## config.mk

```make
export PLATFORM = sky130hd
export DESIGN_NAME = stepper_pattern_gen
export DESIGN_NICKNAME = d
export VERILOG_FILES = /design/src/rtl/stepgen_pkg.sv /design/src/rtl/stepgen_ctrl.sv /design/src/rtl/stepgen_dp.sv /design/src/rtl/stepper_pattern_gen.sv
export SDC_FILE = /design/constraint.sdc
export NUM_CORES = 1
export LEC_CHECK = 0
export BUFFER_PORTS_ARGS = -buffer_cell sky130_fd_sc_hd__buf_2
export CAP_MARGIN = 25
export CORE_MARGIN = 4
export CORE_UTILIZATION = 47
export DETAILED_ROUTE_END_ITERATION = 16
export PLACE_DENSITY = 0.73
export SLEW_MARGIN = 15
export SYNTH_ARGS = -nofsm -noshare
export SYNTH_HDL_FRONTEND = slang
export SYNTH_SLANG_ARGS = --single-unit
```

## constraint.sdc

```tcl
create_clock -name clk -period 2.05 [get_ports clk]
set_input_delay 0.41 -clock clk [delete_from_list [all_inputs] [get_ports clk]]
set_output_delay 0.41 -clock clk [all_outputs]
set_load 0.005 [all_outputs]
```

## src/rtl/stepgen_pkg.sv

```systemverilog
package stepgen_pkg;
  typedef enum logic [1:0] {
    MODE_FREE   = 2'd0,
    MODE_SINGLE = 2'd1,
    MODE_DUAL   = 2'd2,
    MODE_HALF   = 2'd3
  } stepMode_e;

  typedef struct packed {
    logic      loadFull;
    logic      loadLow;
    logic      advance;
    logic      reverse;
    stepMode_e mode;
  } stepStrobe_t;
endpackage

```

## src/rtl/stepgen_ctrl.sv

```systemverilog
module stepgen_ctrl
  import stepgen_pkg::*;
(
  input  logic        clk,
  input  logic        rst,
  input  logic        cfgWe,
  input  logic [1:0]  cfgMode,
  input  logic        cfgDir,
  input  logic        cfgWrMode,
  input  logic        patWe,
  input  logic        stepTrig,
  output stepStrobe_t strb,
  output logic        wrModeQ
);
  stepMode_e modeQ;
  logic      dirQ;

  always_ff @(posedge clk) begin
    if (rst) begin
      modeQ   <= MODE_FREE;
      dirQ    <= 1'b0;
      wrModeQ <= 1'b0;
    end else if (cfgWe) begin
      modeQ   <= stepMode_e'(cfgMode);
      dirQ    <= cfgDir;
      wrModeQ <= cfgWrMode;
    end
  end

  always_comb begin
    strb.loadFull = patWe & ~wrModeQ;
    strb.loadLow  = patWe & wrModeQ;
    // any write in the same cycle wins over the step pulse
    strb.advance  = stepTrig & ~patWe & ~cfgWe;
    strb.reverse  = dirQ;
    strb.mode     = modeQ;
  end
endmodule

```

## src/rtl/stepgen_dp.sv

```systemverilog
module stepgen_dp
  import stepgen_pkg::*;
#(
  parameter int PHASES = 4
) (
  input  logic              clk,
  input  logic              rst,
  input  stepStrobe_t       strb,
  input  logic [2*PHASES-1:0] patData,
  output logic [2*PHASES-1:0] srQ,
  output logic [PHASES-1:0] latchQ
);
  localparam int REGW = 2 * PHASES;

  logic [REGW-1:0]   nextSr;
  logic [REGW-1:0]   rotFull;
  logic [PHASES-1:0] rotLow;
  logic [PHASES-1:0] evenView;
  logic [PHASES-1:0] nextView;
  logic [PHASES-1:0] nextLatch;

  always_comb begin
    if (strb.reverse) begin
      rotLow  = {srQ[0], srQ[PHASES-1:1]};
      rotFull = {srQ[0], srQ[REGW-1:1]};
    end else begin
      rotLow  = {srQ[PHASES-2:0], srQ[PHASES-1]};
      rotFull = {srQ[REGW-2:0], srQ[REGW-1]};
    end
  end

  always_comb begin
    nextSr = srQ;
    if (strb.loadFull) begin
      nextSr = patData;
    end else if (strb.loadLow) begin
      nextSr = {srQ[REGW-1:PHASES], patData[PHASES-1:0]};
    end else if (strb.advance) begin
      unique case (strb.mode)
        MODE_FREE:              nextSr = srQ;
        MODE_SINGLE, MODE_DUAL: nextSr = {srQ[REGW-1:PHASES], rotLow};
        MODE_HALF:              nextSr = rotFull;
        default:                nextSr = srQ;
      endcase
    end
  end

  // half-step view: every second register bit drives one phase
  for (genvar k = 0; k < PHASES; k++) begin : g_even
    assign evenView[k] = nextSr[2*k];
  end

  assign nextView = (strb.mode == MODE_HALF) ? evenView : nextSr[PHASES-1:0];

  always_comb begin
    nextLatch = latchQ;
    if (strb.loadFull) begin
      nextLatch = nextView;
    end else if (strb.advance) begin
      nextLatch = (strb.mode == MODE_FREE) ? srQ[PHASES-1:0] : nextView;
    end
  end

  always_ff @(posedge clk) begin
    if (rst) begin
      srQ    <= '0;
      latchQ <= '0;
    end else begin
      srQ    <= nextSr;
      latchQ <= nextLatch;
    end
  end
endmodule

```

## src/rtl/stepper_pattern_gen.sv

```systemverilog
module stepper_pattern_gen
  import stepgen_pkg::*;
#(
  parameter int PHASES = 4
) (
  input  logic                clk,
  input  logic                rst,
  input  logic                cfgWe,
  input  logic [1:0]          cfgMode,
  input  logic                cfgDir,
  input  logic                cfgWrMode,
  input  logic                patWe,
  input  logic [2*PHASES-1:0] patData,
  input  logic                stepTrig,
  output logic [PHASES-1:0]   phaseOut
);
  localparam int REGW = 2 * PHASES;

  stepStrobe_t     strb;
  logic            curWrMode;
  logic [1:0]      curMode;
  logic            curDir;
  logic [REGW-1:0] shiftReg;

  stepgen_ctrl u_ctrl (
    .clk      (clk),
    .rst      (rst),
    .cfgWe    (cfgWe),
    .cfgMode  (cfgMode),
    .cfgDir   (cfgDir),
    .cfgWrMode(cfgWrMode),
    .patWe    (patWe),
    .stepTrig (stepTrig),
    .strb     (strb),
    .wrModeQ  (curWrMode)
  );

  stepgen_dp #(.PHASES(PHASES)) u_dp (
    .clk    (clk),
    .rst    (rst),
    .strb   (strb),
    .patData(patData),
    .srQ    (shiftReg),
    .latchQ (phaseOut)
  );

  assign curMode = strb.mode;
  assign curDir  = strb.reverse;
endmodule

```

# Word-level counts from Yosys, hierarchy flattened
# Index checks and enable logic that the tools add are counted.
# totals
elab_cells,33
in_bits,17
register_bits,16
output_inout_bits,4
# op_classes
n_reduce_logical,4
muxes,10
n_bitwise,7
eq_ne,6
# ops
op,count
8-bit 2-to-1 mux,4
8-bit case mux with 3 select lines,1
4-bit 2-to-1 mux,5
1-bit bitwise AND,4
2-bit equality test (second input constant),2
2-bit != test (second input constant),2
4-bit AND reduction,1
1-bit inverter,3
2-bit by 1-bit equality test with 1-bit output (second input constant),1
2-bit logical NOT,1
2-bit by 1-bit != test with 1-bit output (second input constant),1
2-bit nonzero test,1
2-bit OR reduction,1

# Longest topological paths before layout
# logic_depth
word_depth,10
depth_mapped,7

# Cells and area by module
# From an unflattened synthesis, not the netlist that was laid out.
# unflattened
hier_cells,120
area_unflattened_um2,1038.5
# modules_own_cells
mod,cells_per_inst,n_inst,seq_area_each_um2,area_each_um2
stepgen_dp,103,1,240.2,864.6
stepgen_ctrl,17,1,80.1,173.9

# Least setup slack after synthesis
# No wires, ideal clock.
# synth_timing
path_kind,reg2reg
start,register u_ctrl.modeQ[0]
end,register u_dp.latchQ[3]
period_less_slack_ns,1.968
path_buffers,0
arrival_ns,1.887
t_required_ns,1.969
stages_incl_launch_ff,8
path_slack_ns,0.082
path_cell_list,dfxtp_1 inv_1 ha_1 nor2_1 or3b_1 a311o_1 a221o_1 a41oi_1
# synth_between
elab_chain_cells,10
# synth_lines
element,line,source
"start, declared",stepgen_ctrl.sv:15,stepMode_e modeQ;
"start signal, assigned",stepgen_ctrl.sv:24,modeQ <= stepMode_e'(cfgMode);
2-bit by 1-bit equality test with 1-bit output or 2-bit equality test (tied branches),stepgen_dp.sv:39,unique case (strb.mode)
2-bit OR reduction,stepgen_dp.sv:39,
8-bit case mux with 3 select lines,stepgen_dp.sv:39,
8-bit 2-to-1 mux,stepgen_dp.sv:38,end else if (strb.advance) begin
8-bit 2-to-1 mux,stepgen_dp.sv:36,end else if (strb.loadLow) begin
8-bit 2-to-1 mux,stepgen_dp.sv:34,if (strb.loadFull) begin
4-bit 2-to-1 mux,stepgen_dp.sv:53,assign nextView = (strb.mode == MODE_HALF) ? evenView : nextSr[PHASES-1:0];
4-bit 2-to-1 mux,stepgen_dp.sv:60,nextLatch = (strb.mode == MODE_FREE) ? srQ[PHASES-1:0] : nextView;
4-bit 2-to-1 mux,stepgen_dp.sv:59,end else if (strb.advance) begin
4-bit 2-to-1 mux *,stepgen_dp.sv:57,if (strb.loadFull) begin
"end signal, assigned",stepgen_dp.sv:70,latchQ <= nextLatch;
"end, declared",stepgen_dp.sv:11,output logic [PHASES-1:0] latchQ
# Mark *: on every way between the ends. The rest lies on a longest branch, timed or not. The select of a mux whose other input is x is not followed.
# A chain may end at the register's enable or synchronous reset.

# Worst setup path in the final report
# layout_timing
start,register u_ctrl.modeQ[1]
end,register u_dp.latchQ[3]
# The elaborated chain is that of the path after synthesis.

==> metrics.yaml <==
layout:
  area_growth_pct: 22.5
  multi_input_area_um2: 583
  drive_gt1_frac: 0.321
  stdcell_count: 159
  nNetsFinal: 154
  final_util: 0.637
  stdcell_area_um2: 1160
  n_antenna_cell: 0
  fillers: 157
  register_area_um2: 323
sta:
  hold_viol_final: 0
  final_max_slew_viol_count: 0
  clock_skew_ns: 0.00521
  fin_crit_sh: 0.964
  slew_headroom: 0.725
  setup_viol: 0
  period_needed_ns: 1.98
  whs_ns: 0.343
  fmax_mhz: 506
  tightest_slew_ns: 0.411
route:
  dr.pass1.iters: 4
  post_drt_wl_per_cell_um: 13.9
  wl_mm: 2.21
  dr_total_vias: 894
  ant_nets: 0
  drt_iter0_markers: 22
  viasPerCell: 5.62
  drc: 0
clock_network:
  cts_max_path_buffers: 2
  cts.sinks: 16
  cts_root_buffer: "clkbuf_4"
  clk_pin_slew_ns: 0.10
  cts_max_level: 1
  ctsHoldBuffers: 0
  cts_tree: "built"
  insertion_delay_ns: 0.29
  cts_setup_buffers: 0
  cts-buffers-inserted: 3
floorplanning:
  initial_core_util: 0.520
  std_cell_rows: 15
  core_area_um2: 1820
  die_w_um: 52.9
  ios: 21
  die_h_um: 52.9
  dieArea_um2: 2800
worst_hold_path:
  hp-class: "input port to flop"
global_route:
  grt_use_total: 0.181
  antenna_found_initial: 0
  grt.overflow.total: 0
  grt_pass1_vias: 867
  grt_max_degree: 18
  grt_pass1_wl_mm: 3.75
critical_path:
  end_kind: "flop"
  critPathMaxStageDelay_ns: 0.35
  worstPathRequired_ns: 2.27
  crit_type: "flop to flop"
  crit_slowest_cell: "dfxtp_2"
  start_kind: "flop"
  crit_arrival_ns: 2.20
  critPathTopFamily: "compound AO/OA/AOI/OAI gates"
  critPathMaxFanout: 3
  path_buf_inv: 1
  cp_cell_sequence: "inv_1, ha_2, nor2_1, or3b_1, a311o_1, a221o_1, a41oi_1"
synthesis:
  synth-seq-area-share: 0.338
  postSynthCellCount: 107
  ys_types: 32
  syn_nets: 126
  synth-edff-count: 0
  synthesis.area_um2: 947
  yosysTopAreaCellShare: 0.338
  synth.area.top_cells: "dfxtp_1 34%, mux2i_1 12%, nor2_1 5.9%"
  ys.flop_type: "dfxtp_1"
  async_reset_ff_frac: 0
  avgSynthCellArea_um2: 8.85
  synth_seq_cells: 16
  yosysWarnings: 0
  yosys.area.top_type: "dfxtp_1"
placed_design:
  dp_cells: 155
  dp_hpwl_mm: 1.69
  placed_cell_area_um2: 1110
  routabilityCongestion: 0.865
  port_buffers: 20
power:
  intPower_uw: 521
  power.switching_fraction: 0.285
  seqPwrFrac: 0.479
  powerDensity_nw_per_um2: 629
  clockPowerShare: 0.296
  power_uw: 729
  switching_power_uw: 208
  power_frac_comb: 0.225
  leakagePower_uw: 0.000462
  peakVddDrop_mv: 0.400
status:
  status: "complete, no violations"
flow_run:
  drv_cap: 0
-- flip-flops by register name, indices dropped and copies added, names as in the netlist --
| register | count |
|---|---|
| u_ctrl.dirQ | 1 |
| u_ctrl.modeQ | 2 |
| u_ctrl.wrModeQ | 1 |
| u_dp.latchQ | 4 |
| u_dp.srQ | 8 |
-- per-stage QoR --
step | setup WS (ns) | TNS, ns
after floorplan | 0.0823 | 0
after global placement | 0.0818 | 0
after detailed placement | 0.0308 | 0
after CTS | 0.0135 | 0
after global routing | -0.000769 | -0.000769
final | 0.0741 | 0
-- worst min-delay path: cells and delay by family --
| family | cells | cell delay [ns] |
|---|---|---|
| muxes | 1 | 0.05 |
| buffers and inverters | 1 | 0.07 |
| and+or+nand+nor | 1 | 0.07 |
-- layer usage --
metal | track usage | up-vias | share of wire
li1 | - | 451 | -
met3 | 0.0254 | 5 | 0.043
met5 | 0 | - | 0
met1 | 0.239 | 417 | 0.46
met4 | 0.0894 | 0 | 0.020
met2 | 0.287 | 21 | 0.48
-- cell type report --
type | instances | share of cell area
clock buffer | 4 | 0.0313
timing repair buffer | 30 | 0.151
inverter | 3 | 0.00971
sequential | 16 | 0.278
tap | 25 | 0.0270
multi-input combinational | 81 | 0.503
-- path summary, 6_finish.rpt --
check	from	to	slack [ns]	depth (start not counted)
max	u_ctrl.modeQ[1]	u_dp.latchQ[3]	0.07	7
min	cfgMode[1]	u_ctrl.modeQ[1]	0.34	3
max reg2reg	u_ctrl.modeQ[1]	u_dp.latchQ[3]	0.07	7
min reg2reg	u_dp.latchQ[0]	u_dp.latchQ[0]	0.49	2
-- cells in the final DEF, fill, tap and decap left out, types with 2 or more instances in the layout --
cell      instances
nor2_1           15
nand2b_1          2
o21ai_0           4
a221o_1           2
a21oi_1           5
clkbuf_4          3
nor3_1            4
mux2i_1          11
nor3b_1           3
nand2_1           7
buf_2            20
nor2b_1           3
buf_4            10
dfxtp_2           2
a221oi_1          4
dfxtp_1          14
inv_1             3
a211oi_1          5
-- cells in the mapped netlist, types with 2 or more instances --
cell type / instances
a211oi_1: 6
a21oi_1: 5
a221o_1: 2
a221oi_1: 4
buf_2: 2
clkbuf_1: 3
dfxtp_1: 16
ha_1: 2
inv_1: 3
mux2i_1: 11
nand2_1: 7
nand2b_1: 2
nor2_1: 15
nor2b_1: 3
nor3_1: 4
nor3b_1: 3
o21ai_0: 4
-- kinds of logic (layout without fill, tap and decap cells) --
logic type,Yosys count,in the layout,synth area share
simple gates,40,40,0.239
compound gates,28,28,0.226
flops,16,16,0.338
mux,11,11,0.116
buf+inv,10,37,0.0542
fa+ha+maj,2,2,0.0264
-- power groups by stage --
stage / clock network (uW) / registers, uW / logic [uW]
floorplan: 0 / 351 / 104
global placement: 0 / 356 / 158
detailed placement: 0 / 356 / 162
CTS: 221 / 349 / 163
global route: 230 / 352 / 183
finish: 216 / 350 / 164
-- repair_timing --
action | 4_1_cts | 5_1_grt
gates resized for setup | 1 | 3
setup endpoints to repair | 1 | 3
pin swaps | 0 | 3
Power figures use the tool's default switching activity.
